File: config.mk
export PLATFORM = sky130hd
export DESIGN_NAME = sdv_count_check
export DESIGN_NICKNAME = d
export VERILOG_FILES = /design/src/rtl/sdv_count_check.sv
export SDC_FILE = /design/constraint.sdc
export NUM_CORES = 1
export LEC_CHECK = 0
export ABC_CLOCK_PERIOD_IN_PS = 6600
export CORE_ASPECT_RATIO = 0.7
export CORE_MARGIN = 8
export CORE_UTILIZATION = 50
export DETAILED_ROUTE_END_ITERATION = 10
export GPL_TIMING_DRIVEN = 0
export PLACE_DENSITY = 0.83
export SYNTH_ARGS = -nofsm -noshare
export SYNTH_HDL_FRONTEND = slang
export SYNTH_SLANG_ARGS = --single-unit
File: constraint.sdc
create_clock -name vclk -period 6.6
set_input_delay 1.32 -clock vclk [all_inputs]
set_output_delay 1.32 -clock vclk [all_outputs]
set_load 0.02 [all_outputs]
File: src/rtl/sdv_count_check.sv
module sdv_count_check #(
    parameter int unsigned MAX_ELEMS     = 32,
    parameter int unsigned PAYLOAD_BYTES = 32,
    parameter int unsigned CW            = 8
) (
    input  logic [CW-1:0] cnt_inner,
    input  logic [CW-1:0] cnt_outer,
    input  logic          src_is_imm,
    input  logic [1:0]    elem_shift,
    output logic          counts_bad,
    output logic          limit_bad
);
    localparam int unsigned PW = 2 * CW;
    localparam logic [PW-1:0] MAX_P = PW'(MAX_ELEMS);
    localparam logic [PW-1:0] PAY_P = PW'(PAYLOAD_BYTES);

    logic [PW-1:0] product;
    logic [PW-1:0] imm_cap;
    logic [PW-1:0] cap;

    always_comb begin
        product = PW'(cnt_inner) * PW'(cnt_outer);
        imm_cap = PAY_P >> elem_shift;
        cap     = src_is_imm ? imm_cap : MAX_P;

        counts_bad = (cnt_inner == '0) || (PW'(cnt_inner) > MAX_P) ||
                     (cnt_outer == '0) || (PW'(cnt_outer) > MAX_P) ||
                     (product > MAX_P);
        limit_bad  = product > cap;
    end

endmodule

==> key figures <==
Outcome
  • Status: finished, violations left
  • Failing checks: setup timing

Timing
  • Final WS setup: -0.443 ns
  • Tmin final: 7.04 ns
  • Slew @ Worst Pin: 0.426 ns
  • Relative slew slack: 71.6%
  • Hold Fails Final Rpt: 0
  • Period utilisation layout: 107%
  • Finish-stage setup viols: 2
  • Setup TNS: -0.824 ns
  • Pins Over Slew Limit: 0
  • Maximum clock frequency: 0.142 GHz
  • Unrepaired setup endpoints after global routing: true

Floorplanning
  • IO Pins: 21
  • Die X: 98.8 um
  • Die area: 7300 um^2
  • Die height: 73.9 um
  • FP Rows: 21
  • Initial Util: 51.0%
  • Core footprint: 4700 um^2

Routing
  • DRC errors left: 0
  • DR WL/cell: 15.9 um
  • DR pass1 iterations: 4
  • Post-route ant nets: 0
  • Via count: 2030
  • Via/cell ratio: 5.55
  • 1st-iter DRT viols: 61
  • WL final: 5.82 mm

Pwr
  • Power Total: 0.000789 W
  • LEAKAGE: 1.46 nW
  • VDD IR max: 0.175 mV
  • Power per cell area: 270 nW/um^2

Global route
  • Vias in the first global route: 2179
  • Grt total ovfl: 0
  • Largest net degree at the start of global routing: 10
  • First-pass GRT wire length: 10.2 mm
  • Initial antenna violation count: 0
  • GR Util All Layers: 16.7%

Cells and area
  • P&R area growth vs syn: 21.9%
  • FF+latch area: 0 um^2
  • Clock Buffer Count: 0
  • Final #Nets: 406
  • Sequential cell count: 0
  • Ant diodes: 0
  • Layout cell share with drive strength beyond 1: 19.1%

Worst setup path
  • Crit start category: input port
  • CP max FO: 5
  • Worst EP required: 5.28 ns
  • CP arrival: 5.72 ns
  • Crit end category: output pin
  • CP Class: in2out

Yosys
  • Avg Inst Size Synth: 8.54 um^2
  • Cells after synthesis: 281
  • Synth Warn #: 0
  • Count of cell types in the netlist: 41
  • Post-Syn Nets: 376
  • Sequential share of the synthesized area: 0%
  • Mapped cell area: 2400 um^2

Placement
  • Placement Setup Slack: -1.65 ns
  • DPL Wire Length: 4.65 mm
  • PortBufs: 19
  • Placer Congestion: 0.815

Run
  • Max-Cap Viols: 0

Clock network
  • Post-cts hold buffer count: 0

Hold path
  • Hold WC Path Type: in2out
layout make-up:
class	count	area (um^2)
plain buffers	4	62.6
fillers	391	1780
inverters	53	199
multi-input cells	224	2300
well taps	57	71.3
repair buffers	28	290
Yosys cell counts, drive strengths merged, types with 2 or more instances:
cell	number	area, um^2
o21a	4	30.0
xor2	4	35.0
and2	52	325
a311oi	2	17.5
and3	2	12.5
ha	40	500
xnor2	6	52.6
or4	4	30.0
nor2	4	15.0
buf	2	16.3
o211ai	2	28.8
nand4	4	25.0
nand2	18	67.6
o21bai	3	22.5
nand3b	2	15.0
clkbuf	2	7.51
o21ai	6	30.0
nand3	7	35.0
a31oi	2	12.5
a211oi	2	20.0
inv	53	199
nor3	2	10.0
fa	36	721
a21oi	9	60.1
nand4b	2	17.5
final timing paths:
| check | cells past startpoint | from | to | slack [ns] |
|---|---|---|---|---|
| worst max-delay path | 17 | cnt_inner[6] | limit_bad | -0.44 |
| worst min-delay path | 5 | cnt_outer[7] | counts_bad | 3.18 |
cell usage in the layout (no fill, tap or decap), types with 5 or more instances in the layout:
cell / netlist / layout
ha_1: 40 / 37
inv_1: 53 / 52
buf_6: 1 / 8
buf_4: 0 / 12
and2_1: 52 / 42
fa_1: 36 / 36
a21oi_1: 7 / 5
and2_4: 0 / 10
nand2_1: 18 / 18
o21ai_0: 6 / 5
nand3_1: 7 / 5
xnor2_1: 6 / 6
worst max-delay path, cell delays in order:
cell and delay (ns):
buf_12 0.10, and2_4 0.15, fa_1 0.57, fa_1 0.47, fa_1 0.50, inv_1 0.05
fa_1 0.49, inv_1 0.05, ha_1 0.28, buf_6 0.14, a21oi_4 0.17, o211ai_4 0.12
a311o_1 0.34, a211oi_2 0.19, nand4b_1 0.14, or4_4 0.50, buf_6 0.15
power breakdown:
part / switching, W / internal (W)
sequential: 0 / 0
clock: 0 / 0
combinational: 0.000422 / 0.000367
metrics by stage:
stage                     hold slack [ns]  area, um^2  util, %  std cells
after floorplan                      2.88        2470        -        281
after global placement               3.68        2730     58.0        357
after detailed placement             3.67        2730     58.0        357
after CTS                            3.17        2850     60.6        364
after global routing                 3.20        2920     62.1        366
final                                3.18        2920     62.1        366
cells by family (layout without fill, tap and decap cells):
logic type | after synthesis | after routing | synth area share (%)
and+or+nand+nor | 101 | 101 | 24.4
AOI/OAI and AO/OA | 37 | 37 | 11.8
xor gates and xnor gates | 10 | 10 | 3.65
adders and majority gates | 76 | 76 | 50.9
buffers and inverters | 57 | 85 | 9.29
per-layer routing:
| metal | share of wire [%] | wire length [um] | track usage (%) | vias up |
|---|---|---|---|---|
| li1 | - | - | - | 982 |
| met1 | 48 | 2820 | 22.0 | 983 |
| met2 | 46 | 2650 | 29.8 | 55 |
| met3 | 4.5 | 259 | 1.50 | 10 |
| met4 | 1.5 | 85 | 2.37 | 0 |
| met5 | 0 | 0 | 0 | - |
what timing repair did:
item                                    CTS  global route
gates resized for setup                 109            11
setup buffers                             7             2
gates cloned                              0             0
pin swaps                                19             5
endpoints found under the setup margin    2             2
hold endpoints to repair                  0             0
Note: power is estimated with default switching activity, not from simulation.
